`config.mk`:
```
export PLATFORM = sky130hd
export DESIGN_NAME = memcore_top
export DESIGN_NICKNAME = d
export VERILOG_FILES = /design/src/rtl/memcore_pkg.sv /design/src/rtl/memcore_ram.sv /design/src/rtl/memcore_ctrl.sv /design/src/rtl/memcore_alu.sv /design/src/rtl/memcore_top.sv
export SDC_FILE = /design/constraint.sdc
export NUM_CORES = 2
export LEC_CHECK = 0
export CAP_MARGIN = 20
export CORE_MARGIN = 2
export CORE_UTILIZATION = 40
export CTS_CLUSTER_DIAMETER = 100
export DETAILED_ROUTE_END_ITERATION = 8
export DONT_BUFFER_PORTS = 1
export GPL_TIMING_DRIVEN = 0
export PLACE_DENSITY = 0.52
export SLEW_MARGIN = 25
export SYNTH_ARGS = -nofsm -noshare
export SYNTH_HDL_FRONTEND = slang
export SYNTH_SLANG_ARGS = --single-unit
export TNS_END_PERCENT = 100
```
`constraint.sdc`:
```
create_clock -name clk -period 7.4 [get_ports clk]
set_input_delay 1.48 -clock clk [delete_from_list [all_inputs] [get_ports clk]]
set_output_delay 1.48 -clock clk [all_outputs]
set_load 0.02 [all_outputs]
```
`src/rtl/memcore_pkg.sv`:
```
package memcore_pkg;
  localparam int DW  = 16;
  localparam int OPW = 4;
  localparam int MDW = 2;
  localparam int IW  = OPW + 3 * (MDW + DW);

  localparam logic [OPW-1:0] OP_MNZ = 4'd0;
  localparam logic [OPW-1:0] OP_MLZ = 4'd1;
  localparam logic [OPW-1:0] OP_ADD = 4'd2;
  localparam logic [OPW-1:0] OP_SUB = 4'd3;
  localparam logic [OPW-1:0] OP_SL  = 4'd4;
  localparam logic [OPW-1:0] OP_SRL = 4'd5;
  localparam logic [OPW-1:0] OP_SRA = 4'd6;

  localparam logic [MDW-1:0] MD_DIRECT   = 2'd1;
  localparam logic [MDW-1:0] MD_INDIRECT = 2'd2;

  typedef struct packed {
    logic [MDW-1:0] mode;
    logic [DW-1:0]  val;
  } operand_t;

  typedef struct packed {
    logic [OPW-1:0] op;
    operand_t       a;
    operand_t       b;
    operand_t       c;
  } instr_t;

  typedef struct packed {
    logic          we;
    logic [DW-1:0] data;
  } alu_out_t;

  typedef enum logic [2:0] {
    ST_FETCH, ST_OPA, ST_OPB, ST_OPC, ST_EXEC, ST_HALT
  } state_e;

  function automatic logic [DW-1:0] shift_word(input logic [OPW-1:0] op,
                                               input logic [DW-1:0] a,
                                               input logic [DW-1:0] b);
    logic       too_far;
    logic [3:0] amt;
    logic [DW-1:0] r;
    too_far = |b[DW-1:4];
    amt     = b[3:0];
    if (op == OP_SRA) begin
      r = too_far ? {DW{a[DW-1]}} : DW'($signed(a) >>> amt);
    end else if (op == OP_SRL) begin
      r = too_far ? '0 : (a >> amt);
    end else begin
      r = too_far ? '0 : (a << amt);
    end
    return r;
  endfunction

  function automatic alu_out_t exec_word(input logic [OPW-1:0] op,
                                         input logic [DW-1:0] a,
                                         input logic [DW-1:0] b);
    alu_out_t o;
    o.we   = 1'b0;
    o.data = b;
    case (op)
      OP_MNZ: o.we = (a != '0);
      OP_MLZ: o.we = a[DW-1];
      OP_ADD: begin o.we = 1'b1; o.data = a + b; end
      OP_SUB: begin o.we = 1'b1; o.data = a - b; end
      OP_SL, OP_SRL, OP_SRA: begin o.we = 1'b1; o.data = shift_word(op, a, b); end
      default: o.we = 1'b0;
    endcase
    return o;
  endfunction
endpackage

```
`src/rtl/memcore_ram.sv`:
```
module memcore_ram
  import memcore_pkg::*;
#(
  parameter int DEPTH = 32,
  parameter int AW    = $clog2(DEPTH)
) (
  input  logic          clk,
  input  logic          rst,
  input  logic [AW-1:0] rd_addr,
  output logic [DW-1:0] rd_direct,
  output logic [DW-1:0] rd_indirect,
  output logic [DW-1:0] pc_word,
  input  logic          wr_en,
  input  logic [AW-1:0] wr_addr,
  input  logic [DW-1:0] wr_data,
  input  logic          pc_step_en,
  input  logic [DW-1:0] pc_step_val
);
  logic [DW-1:0] mem [DEPTH];

  always_ff @(posedge clk) begin
    if (rst) begin
      for (int i = 0; i < DEPTH; i++) mem[i] <= '0;
    end else begin
      if (pc_step_en) mem[0] <= pc_step_val;
      if (wr_en) mem[wr_addr] <= wr_data;
    end
  end

  assign rd_direct   = mem[rd_addr];
  assign rd_indirect = mem[rd_direct[AW-1:0]];
  assign pc_word     = mem[0];
endmodule

```
`src/rtl/memcore_ctrl.sv`:
```
module memcore_ctrl
  import memcore_pkg::*;
(
  input  logic   clk,
  input  logic   rst,
  input  logic   halt_req,
  output state_e state
);
  state_e nxt;

  always_comb begin
    case (state)
      ST_FETCH: nxt = ST_OPA;
      ST_OPA:   nxt = ST_OPB;
      ST_OPB:   nxt = ST_OPC;
      ST_OPC:   nxt = ST_EXEC;
      ST_EXEC:  nxt = halt_req ? ST_HALT : ST_FETCH;
      default:  nxt = ST_HALT;
    endcase
  end

  always_ff @(posedge clk) begin
    if (rst) state <= ST_FETCH;
    else     state <= nxt;
  end
endmodule

```
`src/rtl/memcore_alu.sv`:
```
module memcore_alu
  import memcore_pkg::*;
(
  input  logic [OPW-1:0] op,
  input  logic [DW-1:0]  a,
  input  logic [DW-1:0]  b,
  output logic           we,
  output logic [DW-1:0]  result
);
  alu_out_t o;
  assign o      = exec_word(op, a, b);
  assign we     = o.we;
  assign result = o.data;
endmodule

```
`src/rtl/memcore_top.sv`:
```
module memcore_top
  import memcore_pkg::*;
#(
  parameter int RAM_DEPTH = 32,
  parameter int PROG_AW   = 8,
  localparam int AW       = $clog2(RAM_DEPTH)
) (
  input  logic               clk,
  input  logic               rst,
  output logic [PROG_AW-1:0] prog_addr,
  input  logic [IW-1:0]      prog_word,
  output logic [DW-1:0]      pc,
  output logic               commit,
  output logic               wr_en,
  output logic [AW-1:0]      wr_addr,
  output logic [DW-1:0]      wr_data,
  output logic               halt
);
  state_e        state;
  instr_t        ir;
  operand_t      cur;
  logic [DW-1:0] a_q, b_q, resolved;
  logic [AW-1:0] c_q;
  logic [DW-1:0] rd_direct, rd_indirect, pc_word;
  logic          alu_we, jump, halt_req, exec_cycle;
  logic [DW-1:0] alu_data;

  memcore_ctrl u_ctrl (
    .clk(clk), .rst(rst), .halt_req(halt_req), .state(state)
  );

  always_comb begin
    case (state)
      ST_OPA:  cur = ir.a;
      ST_OPB:  cur = ir.b;
      default: cur = ir.c;
    endcase
  end

  memcore_ram #(.DEPTH(RAM_DEPTH), .AW(AW)) u_ram (
    .clk(clk), .rst(rst),
    .rd_addr(cur.val[AW-1:0]),
    .rd_direct(rd_direct), .rd_indirect(rd_indirect), .pc_word(pc_word),
    .wr_en(wr_en), .wr_addr(wr_addr), .wr_data(wr_data),
    .pc_step_en(exec_cycle && !jump), .pc_step_val(pc_word + 16'd1)
  );

  always_comb begin
    case (cur.mode)
      MD_DIRECT:   resolved = rd_direct;
      MD_INDIRECT: resolved = rd_indirect;
      default:     resolved = cur.val;
    endcase
  end

  always_ff @(posedge clk) begin
    if (rst) begin
      ir  <= '0;
      a_q <= '0;
      b_q <= '0;
      c_q <= '0;
    end else begin
      case (state)
        ST_FETCH: ir  <= prog_word;
        ST_OPA:   a_q <= resolved;
        ST_OPB:   b_q <= resolved;
        ST_OPC:   c_q <= resolved[AW-1:0];
        default: ;
      endcase
    end
  end

  memcore_alu u_alu (
    .op(ir.op), .a(a_q), .b(b_q), .we(alu_we), .result(alu_data)
  );

  assign exec_cycle = (state == ST_EXEC);
  assign wr_en      = exec_cycle && alu_we;
  assign wr_addr    = c_q;
  assign wr_data    = alu_data;
  assign jump       = wr_en && (c_q == '0);
  assign halt_req   = jump && (alu_data == pc_word);
  assign commit     = exec_cycle;
  assign halt       = (state == ST_HALT);
  assign pc         = pc_word;
  assign prog_addr  = pc_word[PROG_AW-1:0];
endmodule

```
==> results.yml <==
floorplanning:
  die_height_um: 304
  core_sq_um: 88800
  start_util: 0.405
  placementRows: 109
  ios: 108
  dieArea_sq_um: 92300
  die_w_um: 304
synth:
  synth_top_family_by_area: "simple AND/OR/NAND/NOR gates"
  async_flop_share: 0
  syn-num-nets: 4028
  ys_ff_latch: 599
  yosysSeqAreaShare: 0.476
  synth_top_area_frac: 0.428
  synth-xor-area-share: 0.0134
  yosys-mux-area-fraction: 0.0752
  synthTopCellsByCount: "698 x nand2_1, 597 x nor2_1, 512 x edfxtp_1"
  synth_compound_area_frac: 0.152
  syn_area_per_cell_sq_um: 9.11
  yosysWarnings: 0
  synth_edf_count: 512
  synth_area_leaders: "edfxtp_1 43%, nand2_1 7.3%, nor2_1 6.2%"
  yosys.area.top_type: "edfxtp_1"
  ys.flop_type: "edfxtp_1"
  synth_fa_ha_area_frac: 0.00752
  syn_area_sq_um: 35900
  synth-simple-area-share: 0.221
  ys_types: 88
  yosysMostFrequentCell: "nand2_1"
  synthCells: 3947
clocking:
  cts-buffers-inserted: 70
  insertion_delay_ns: 0.66
  holdBufCountCts: 0
  cts-root-buf: "clkbuf_16"
  cts_tree: "done"
  cts_max_level: 3
  clk_pin_slew_ns: 0.06
  cts.path.max_buffers: 3
  clock_sinks: 599
worst_setup_path:
  endpoint_kind: "flip-flop"
  worstSetupPathType: "reg -> reg"
  cp_data_required_time_ns: 7.93
  critPathMaxStageDelay_ns: 0.84
  critPathMaxFanout: 10
  crit_path_top_delay_cell: "buf_1"
  cp.arrival_ns: 8.02
  startpoint_type: "flip-flop"
  worstPathCellList: "clkbuf_1 > nand2_1 > nand2_1 > buf_2 > buf_2 > buf_2 > clkbuf_1 > clkbuf_1 > buf_1 > nand3_1 > a311oi_1 > nor3_1 > o21ai_0 > o311ai_2 > a32o_1"
timing:
  rsz0062_at_grt: "false"
  setup_slack_ns: -0.0956
  slew_headroom: 0.163
  tns_ns: -0.246
  report.final.slew_viol_count: 0
  worstMarginPinSlew_ns: 1.24
  max_freq_ghz: 0.133
  final-hold-violation-count: 0
  setup_viol: 5
  fin_worst_skew_ns: 0.0411
  period_needed_ns: 7.50
  finalCritPeriodShare: 1.01
global_routing:
  grt_pass1_vias: 31900
  grt_pass1_wl_mm: 243
  grt_start_max_net_pins: 18
  grt_usage: 0.369
  grt-ovfl-total: 0
  antenna_found_initial: 7
pwr:
  vdd_drop_max_mv: 0.219
  power_density_nw_per_um2: 339
  finalPower_mw: 13.6
  leakage_nw: 13.8
cells_and_area:
  fin_cells: 5251
  drive_above_1_share: 0.0911
  final_nets: 4108
  fillers: 8853
  area_growth_syn_to_layout_pct: 11.7
route:
  drtAntennaViolNets: 0
  wl_per_cell_um: 33.5
  via_count: 34600
  viasPerCell: 6.59
  drc_errors: 0
  drtPass1Iterations: 8
  first_iter_violations: 5247
  drt-total-wl_mm: 176
outcome:
  status: "finished, violations left"
  violations: "setup timing"
placed_design:
  gp_congestion: 1.11
  dpl.hpwl_mm: 136
  dp.cells: 5123
  io_buffers: 0
  place_ws_ns: -0.707
job:
  cap_violations: 0
worst_hold_path:
  min_path_type: "reg -> reg"
==> layout by cell type, fill, tap and decap left out, types with 37 or more instances in the layout <==
cell type,Yosys,final
o211ai_1,42,42
o22ai_1,54,54
nand2b_1,61,43
clkbuf_1,299,300
a311oi_1,67,63
nor2_1,597,597
a31oi_1,58,56
mux2_2,77,77
dfxtp_1,87,87
a2111oi_0,37,37
nor3_1,53,51
nand3_1,210,210
o21ai_0,92,92
buf_2,47,47
clkbuf_16,0,71
a21oi_1,100,96
a211oi_1,51,50
edfxtp_1,512,512
mux2i_1,116,116
and3_1,70,70
nand2_1,698,698
inv_1,66,66
==> state kept, by name (all words and copies together) (netlist names) <==
name and cells:
u_ram.mem 512, ir 47, a_q 16, b_q 16, wr_addr 5, u_ctrl.state 3
==> power by group <==
group | total, mW | leakage, nW | internal, mW | switching (mW)
sequential | 4.01 | 6.00 | 3.80 | 0.205
combinational | 6.09 | 6.71 | 1.67 | 4.42
clock | 3.51 | 1.10 | 2.01 | 1.50
==> per-stage QoR <==
| step | area [sq um] | utilization | hold slack (ns) |
|---|---|---|---|
| after detailed placement | 37800 | 0.426 | 0.445 |
| final | 40100 | 0.452 | 0.459 |
| after global placement | 37400 | 0.421 | 0.444 |
| after global routing | 40100 | 0.452 | 0.469 |
| after CTS | 40100 | 0.451 | 0.457 |
| after floorplan | 35900 | - | 0.431 |
==> area by class of cell <==
type	count	area (sq um)	area share
Multi-Input combinational cell	2879	17200	0.429
Sequential cell	599	17100	0.426
Clock buffer	90	1870	0.0465
Buffer	397	1690	0.0422
Tap cell	1165	1460	0.0363
Clock inverter	38	399	0.00994
Inverter	67	251	0.00627
Timing Repair Buffer	13	135	0.00337
Antenna cell	3	7.51	0.000187
==> path summary, 6_finish.rpt <==
path,startpoint,end,slack [ns],cells past startpoint
max,ir[0],a_q[10],-0.1,15
min,ir[27],ir[27],0.46,2
max reg2reg,ir[0],a_q[10],-0.1,15
min reg2reg,ir[27],ir[27],0.46,2
==> cells by family (layout without fill, tap and decap cells) <==
kind of cell / count (synthesis) / in the layout
xor+xnor: 55 / 55
other cells: 0 / 3
buf+inv: 469 / 605
simple gates: 1828 / 1828
fa+ha+maj: 21 / 21
mux: 223 / 223
flops: 599 / 599
compound gates: 752 / 752
==> worst max-delay path, delay by kind of cell, from the launching register on <==
family          cells  cell delay (ns)
flops               1             0.32
simple gates        4             1.08
buf+inv             7             3.98
compound gates      4             1.97
==> layer usage <==
| metal | up-vias | part of all wire | global-route usage |
|---|---|---|---|
| met1 | 16900 | 0.38 | 0.481 |
| met3 | 584 | 0.13 | 0.122 |
| met5 | - | 0.00027 | 0.000517 |
| met2 | 2606 | 0.42 | 0.544 |
| li1 | 14600 | - | - |
| met4 | 8 | 0.064 | 0.195 |
==> what timing repair did <==
action	CTS	global route
resized for setup	13	10
pin swaps	0	1
setup buffers	0	2
endpoints found under the hold margin	0	0
setup endpoints to repair	14	7
Power figures use the tool's default switching activity.
